$ cat src/rtl/lpc_resp_pkg.sv
package lpc_resp_pkg;

  typedef enum logic [3:0] {
    ST_IDLE, ST_CTYPE, ST_ADDR, ST_CHAN, ST_SIZE, ST_WD0, ST_WD1,
    ST_TARA, ST_TARB, ST_SWAIT, ST_SDONE, ST_RD0, ST_RD1, ST_ENDA, ST_ENDB
  } st_e;

  localparam logic [3:0] START_CODE = 4'b0000;
  localparam logic [3:0] SYNC_READY = 4'b0000;
  localparam logic [3:0] SYNC_MORE  = 4'b1001;
  localparam logic [3:0] SYNC_SHORT = 4'b0101;
  localparam logic [3:0] SYNC_LONG  = 4'b0110;
  localparam logic [3:0] SYNC_ERR   = 4'b1010;
  localparam logic [3:0] BUS_IDLE   = 4'b1111;

  localparam int CNT_W = 2;  // bytes remaining after the current one (0..3)

  // size nibble bits 1..0 -> bytes remaining after the first
  function automatic logic [CNT_W-1:0] size_to_left(input logic [1:0] s);
    return s[1] ? CNT_W'(3) : CNT_W'(s[0]);
  endfunction

endpackage

$ cat src/rtl/lpc_resp_fsm.sv
module lpc_resp_fsm
  import lpc_resp_pkg::*;
#(
  parameter int ADDR_NIBS = 4
) (
  input  logic       clk,
  input  logic       rst_n,
  input  logic       lframe_n,
  input  logic [3:0] lad_in,
  input  logic       req_ready,
  input  logic       rsp_err,
  output st_e        state,
  output logic       is_dma,
  output logic       is_write,
  output logic       more_q,
  output logic       err_q,
  output logic       req_valid,
  output logic       req_last
);
  localparam int NIB_W = (ADDR_NIBS > 1) ? $clog2(ADDR_NIBS) : 1;
  localparam logic [NIB_W-1:0] NIB_LAST = NIB_W'(ADDR_NIBS - 1);

  logic [NIB_W-1:0] nib_q;
  logic [CNT_W-1:0] left_q;

  assign req_valid = (state == ST_TARB) || (state == ST_SWAIT);
  assign req_last  = (left_q == '0);

  always_ff @(posedge clk) begin
    if (!rst_n) begin
      state    <= ST_IDLE;
      is_dma   <= 1'b0;
      is_write <= 1'b0;
      more_q   <= 1'b0;
      err_q    <= 1'b0;
      nib_q    <= '0;
      left_q   <= '0;
    end else if (!lframe_n) begin
      // framing strobe low: abort anything in flight, re-evaluate start
      state <= (lad_in == START_CODE) ? ST_CTYPE : ST_IDLE;
    end else begin
      case (state)
        ST_IDLE: state <= ST_IDLE;
        ST_CTYPE: begin
          is_write <= lad_in[1];
          more_q   <= 1'b0;
          err_q    <= 1'b0;
          nib_q    <= '0;
          left_q   <= '0;
          if (lad_in[0] == 1'b0 && lad_in[3:2] == 2'b00) begin
            is_dma <= 1'b0;
            state  <= ST_ADDR;
          end else if (lad_in[0] == 1'b0 && lad_in[3:2] == 2'b10) begin
            is_dma <= 1'b1;
            state  <= ST_CHAN;
          end else begin
            state  <= ST_IDLE;
          end
        end
        ST_ADDR: begin
          nib_q <= nib_q + NIB_W'(1);
          if (nib_q == NIB_LAST) state <= is_write ? ST_WD0 : ST_TARA;
        end
        ST_CHAN: state <= ST_SIZE;
        ST_SIZE: begin
          left_q <= size_to_left(lad_in[1:0]);
          state  <= is_write ? ST_WD0 : ST_TARA;
        end
        ST_WD0: state <= ST_WD1;
        ST_WD1: state <= ST_TARA;
        ST_TARA: state <= ST_TARB;
        ST_TARB, ST_SWAIT: begin
          if (req_ready) begin
            err_q  <= rsp_err;
            more_q <= (left_q != '0) && !rsp_err;
            if (left_q != '0) left_q <= left_q - CNT_W'(1);
            state  <= ST_SDONE;
          end else begin
            state  <= ST_SWAIT;
          end
        end
        ST_SDONE: state <= is_write ? ST_ENDA : ST_RD0;
        ST_RD0: state <= ST_RD1;
        ST_RD1: state <= more_q ? ST_TARA : ST_ENDA;
        ST_ENDA: state <= ST_ENDB;
        ST_ENDB: state <= (is_write && more_q) ? ST_WD0 : ST_IDLE;
        default: state <= ST_IDLE;
      endcase
    end
  end

endmodule

$ cat src/rtl/lpc_resp_capture.sv
module lpc_resp_capture
  import lpc_resp_pkg::*;
#(
  parameter int ADDR_W = 16
) (
  input  logic              clk,
  input  logic              rst_n,
  input  logic              lframe_n,
  input  st_e               state,
  input  logic [3:0]        lad_in,
  input  logic              hs,
  input  logic [7:0]        rsp_rdata,
  output logic [ADDR_W-1:0] addr,
  output logic [2:0]        chan,
  output logic              tc,
  output logic [7:0]        wdata,
  output logic [7:0]        rdata
);

  always_ff @(posedge clk) begin
    if (!rst_n) begin
      addr  <= '0;
      chan  <= '0;
      tc    <= 1'b0;
      wdata <= '0;
      rdata <= '0;
    end else begin
      if (lframe_n) begin
        if (state == ST_ADDR) addr <= {addr[ADDR_W-5:0], lad_in};
        if (state == ST_CHAN) begin
          chan <= lad_in[2:0];
          tc   <= lad_in[3];
        end
        if (state == ST_WD0) wdata[3:0] <= lad_in;
        if (state == ST_WD1) wdata[7:4] <= lad_in;
      end
      if (hs) rdata <= rsp_rdata;
    end
  end

endmodule

$ cat src/rtl/lpc_resp_drive.sv
module lpc_resp_drive
  import lpc_resp_pkg::*;
(
  input  st_e        state,
  input  logic       is_dma,
  input  logic       more_q,
  input  logic       err_q,
  input  logic [7:0] rdata,
  output logic [3:0] lad_out,
  output logic       lad_oe
);

  always_comb begin
    lad_oe  = 1'b0;
    lad_out = BUS_IDLE;
    case (state)
      ST_SWAIT: begin
        lad_oe  = 1'b1;
        lad_out = is_dma ? SYNC_SHORT : SYNC_LONG;
      end
      ST_SDONE: begin
        lad_oe  = 1'b1;
        lad_out = err_q ? SYNC_ERR : ((is_dma && more_q) ? SYNC_MORE : SYNC_READY);
      end
      ST_RD0: begin
        lad_oe  = 1'b1;
        lad_out = rdata[3:0];
      end
      ST_RD1: begin
        lad_oe  = 1'b1;
        lad_out = rdata[7:4];
      end
      default: ;
    endcase
  end

endmodule

$ cat src/rtl/lpc_resp.sv
module lpc_resp
  import lpc_resp_pkg::*;
#(
  parameter int ADDR_W = 16
) (
  input  logic              clk,
  input  logic              rst_n,
  input  logic              lframe_n,
  input  logic [3:0]        lad_in,
  output logic [3:0]        lad_out,
  output logic              lad_oe,
  output logic              req_valid,
  input  logic              req_ready,
  output logic              req_write,
  output logic              req_dma,
  output logic [ADDR_W-1:0] req_addr,
  output logic [2:0]        req_chan,
  output logic              req_tc,
  output logic              req_last,
  output logic [7:0]        req_wdata,
  input  logic              rsp_err,
  input  logic [7:0]        rsp_rdata
);
  localparam int ADDR_NIBS = ADDR_W / 4;

  st_e        state;
  logic       is_dma, is_write, more_q, err_q, hs;
  logic [7:0] rdata;

  assign hs        = req_valid && req_ready && lframe_n;
  assign req_write = is_write;
  assign req_dma   = is_dma;

  lpc_resp_fsm #(.ADDR_NIBS(ADDR_NIBS)) u_fsm (
    .clk(clk), .rst_n(rst_n), .lframe_n(lframe_n), .lad_in(lad_in),
    .req_ready(req_ready), .rsp_err(rsp_err), .state(state),
    .is_dma(is_dma), .is_write(is_write), .more_q(more_q), .err_q(err_q),
    .req_valid(req_valid), .req_last(req_last)
  );

  lpc_resp_capture #(.ADDR_W(ADDR_W)) u_cap (
    .clk(clk), .rst_n(rst_n), .lframe_n(lframe_n), .state(state),
    .lad_in(lad_in), .hs(hs), .rsp_rdata(rsp_rdata), .addr(req_addr),
    .chan(req_chan), .tc(req_tc), .wdata(req_wdata), .rdata(rdata)
  );

  lpc_resp_drive u_drv (
    .state(state), .is_dma(is_dma), .more_q(more_q), .err_q(err_q),
    .rdata(rdata), .lad_out(lad_out), .lad_oe(lad_oe)
  );

endmodule

$ cat config.mk
export PLATFORM = sky130hd
export DESIGN_NAME = lpc_resp
export DESIGN_NICKNAME = d
export VERILOG_FILES = /design/src/rtl/lpc_resp_pkg.sv /design/src/rtl/lpc_resp_fsm.sv /design/src/rtl/lpc_resp_capture.sv /design/src/rtl/lpc_resp_drive.sv /design/src/rtl/lpc_resp.sv
export SDC_FILE = /design/constraint.sdc
export NUM_CORES = 1
export LEC_CHECK = 0
export ABC_AREA = 1
export BUFFER_PORTS_ARGS = -buffer_cell sky130_fd_sc_hd__buf_2
export CAP_MARGIN = 15
export CORE_ASPECT_RATIO = 0.5
export CORE_MARGIN = 10
export CORE_UTILIZATION = 57
export CTS_BUF_LIST = sky130_fd_sc_hd__clkbuf_2
export DETAILED_ROUTE_END_ITERATION = 6
export PLACE_DENSITY = 0.87
export REMOVE_ABC_BUFFERS = 1
export SETUP_SLACK_MARGIN = 0.5
export SLEW_MARGIN = 40
export SYNTH_ARGS = -nofsm -noshare
export SYNTH_HDL_FRONTEND = slang
export SYNTH_SLANG_ARGS = --single-unit
$ cat constraint.sdc
create_clock -name clk -period 3.8 [get_ports clk]
set_input_delay 0.19 -clock clk [delete_from_list [all_inputs] [get_ports clk]]
set_output_delay 0.19 -clock clk [all_outputs]
set_load 0.01 [all_outputs]
==> flow_metrics.tcl <==
set metrics [dict create \
    ys_ff_latch 48 \
    p_leak_uw 0.00115 \
    worst_pin_slew_ns 0.694 \
    ioPinCount 54 \
    crit_chain "nand2_1 > inv_1 > nand2_2 > o21ai_2 > nand2_1 > a21oi_1 > o221ai_1 > buf_2" \
    reg2reg_slack_ns 2.17 \
    p_per_area_nw_per_um2 323 \
    finalCriticalPeriod_ns 2.28 \
    area_growth_pct 18.9 \
    critPathMaxStageDelay_ns 0.58 \
    num_vias 2187 \
    ctsHtreeMaxLevel 2 \
    cts_sinks 48 \
    dp_hpwl_um 4360 \
    hold_viol_final 0 \
    yosysWarnings 0 \
    drtIter0Drc 101 \
    clock_latency_ns 0.44 \
    synth_common_cells "nand2_1 (74), dfxtp_1 (48), a21oi_1 (47)" \
    fin_skew_ns 0.0137 \
    rsz0062_at_grt "false" \
    tritoncts "yes" \
    clkSlewWorstSetupHoldPaths_ns 0.25 \
    ys.flop_type "dfxtp_1" \
    met1_length_um 2550 \
    cts_buffer_depth 2 \
    num_antenna_cells 0 \
    drc_errors 0 \
    min_path_cells 3 \
    cts_buffers 5 \
    overflow 0 \
    worst-path-max-fanout 8 \
    grt_pass1_wl_um 9430 \
    tns_ns 0 \
    period_share_pct 60.1 \
    die_area_um2 6840 \
    peakVddDrop_mv 0.207 \
    ant_nets 0 \
    core_area_um2 3550 \
    nNetsFinal 384 \
    grt_pass1_vias 2047 \
    cp_slowest_cell "dfxtp_1" \
    ys_types 27 \
    critical_path_class "register to primary output" \
    slew_headroom_pct 53.7 \
    viasPerCell 5.24 \
    drive_above_1_share_pct 21.0 \
    antenna_found_initial 0 \
    maxUsedRoutingLayer "met4" \
    max_cap_violations 0 \
    firstDrtPassIters 4 \
    yosysSeqAreaShare_pct 44.2 \
    power_uw 835 \
    cp_common_cell "nand2_1" \
    wl_per_cell_um 13.9 \
    status "finished, final reports clean" \
    grt_max_degree 28 \
    fmax_mhz 438 \
    track_usage_pct 16.5 \
    setup-violations-final 0 \
    die_h_um 63.7 \
    hold_path_class "input pin to register" \
    rows 15 \
    worstSetupEndpointType "primary output" \
    crit_arrival_ns 2.09 \
    wl_met2_um 2740 \
    synthTopCellsByArea "dfxtp_1 (44%), nand2_1 (13%), a21oi_1 (11%)" \
    portBuffers 53 \
    wirelength_um 5780 \
    root_buffer "clkbuf_2" \
    fp.dieW_um 107 \
    reg2reg_depth 5 \
    initial_core_util_pct 61.3 \
    yosys.area.top_type "dfxtp_1" \
    synthCells 308 \
    post_cts_buffers 0 \
    synth_most_common_cell "nand2_1" \
    cp-start-kind "register" \
    synth_top_area_share_pct 44.2 \
    synth_edf_count 0 \
    gp_congestion 0.963 \
    avgSynthCellArea_um2 7.06 \
    syn-cell-area_um2 2180 \
    wl_met3_um 412 \
    async_flop_share_pct 0 \
    required_ns 3.61 \
    final-max-slew-violation-count 0 \
]
state kept, by name (all words and copies together) (netlist names):
name	count
u_fsm.is_write	1
u_fsm.more_q	1
u_fsm.err_q	1
u_fsm.left_q	2
u_fsm.state	4
u_cap.wdata	8
u_fsm.is_dma	1
u_cap.tc	1
u_cap.addr	16
u_cap.chan	3
u_cap.rdata	8
u_fsm.nib_q	2
timing repair:
item | 4_1_cts | 5_1_grt
resized for setup | 0 | 0
hold buffers | 6 | 1
hold endpoints to repair | 6 | 1
routing by layer:
layer  vias up  global-route usage, %
met2        78                   28.0
met3        10                   4.77
met1       978                   19.3
met4         0                   5.63
li1       1121                      -
met5         -                      0
area by class of cell:
class | count | area (µm²)
clock inverter | 3 | 47.5
clock buffer | 5 | 25.0
inverter | 28 | 106
timing repair buffer | 60 | 335
fill | 297 | 961
multi-input combinational | 222 | 1050
sequential | 48 | 961
tap | 51 | 63.8
worst max-delay path, delay by kind of cell, from the launching register on:
family          cells  cell delay (ns)
compound gates      3             0.37
buf+inv             2             0.29
flops               1             0.58
simple gates        3             0.42
where the power goes:
group / switching (µW) / total, µW / internal (µW)
clock: 176 / 290 / 114
combinational: 24.0 / 38.7 / 14.8
sequential: 0.715 / 507 / 506
kinds of logic after synthesis:
| kind of cell | Yosys count | share of synthesized area [%] |
|---|---|---|
| and+or+nand+nor | 135 | 26.6 |
| AOI/OAI and AO/OA | 85 | 20.4 |
| DFF | 48 | 44.2 |
| buffers and inverters | 38 | 7.70 |
| adders and majority gates | 2 | 1.15 |
per-stage QoR:
stage	utilization, %	hold WS [ns]	area, µm²	setup WS, ns	cells
after floorplan	-	0.311	2110	2.33	298
after global placement	68.9	0.425	2440	2.22	402
after detailed placement	68.9	0.424	2440	2.06	402
after CTS	72.6	0.000492	2580	1.54	416
after global routing	72.9	0.00438	2590	1.29	417
final	72.9	0.000334	2590	1.52	417
cells in the final DEF (no fill, tap or decap), drive strengths merged:
cell          n
dfxtp        48
o2111ai       1
dlygate4sd3   7
nand3        14
o21ai        32
nand4         2
o22ai         3
nor2         42
o21a          1
nand2        75
clkinv        4
inv          26
clkbuf        5
a21oi        47
ha            2
nor3          2
bufinv        1
buf          53
o221ai        1
worst paths after layout:
| path | startpoint | end |
|---|---|---|
| min reg2reg | u_cap.rdata[6]$_SDFFE_PN0P_ | u_cap.rdata[6]$_SDFFE_PN0P_ |
| max reg2reg | u_fsm.state[2]$_SDFFE_PN0P_ | u_cap.addr[1]$_SDFFE_PN0P_ |
| max | u_fsm.state[2]$_SDFFE_PN0P_ | lad_out[1] |
| min | rsp_rdata[6] | u_cap.rdata[6]$_SDFFE_PN0P_ |
Note: power is estimated with default switching activity, not from simulation.
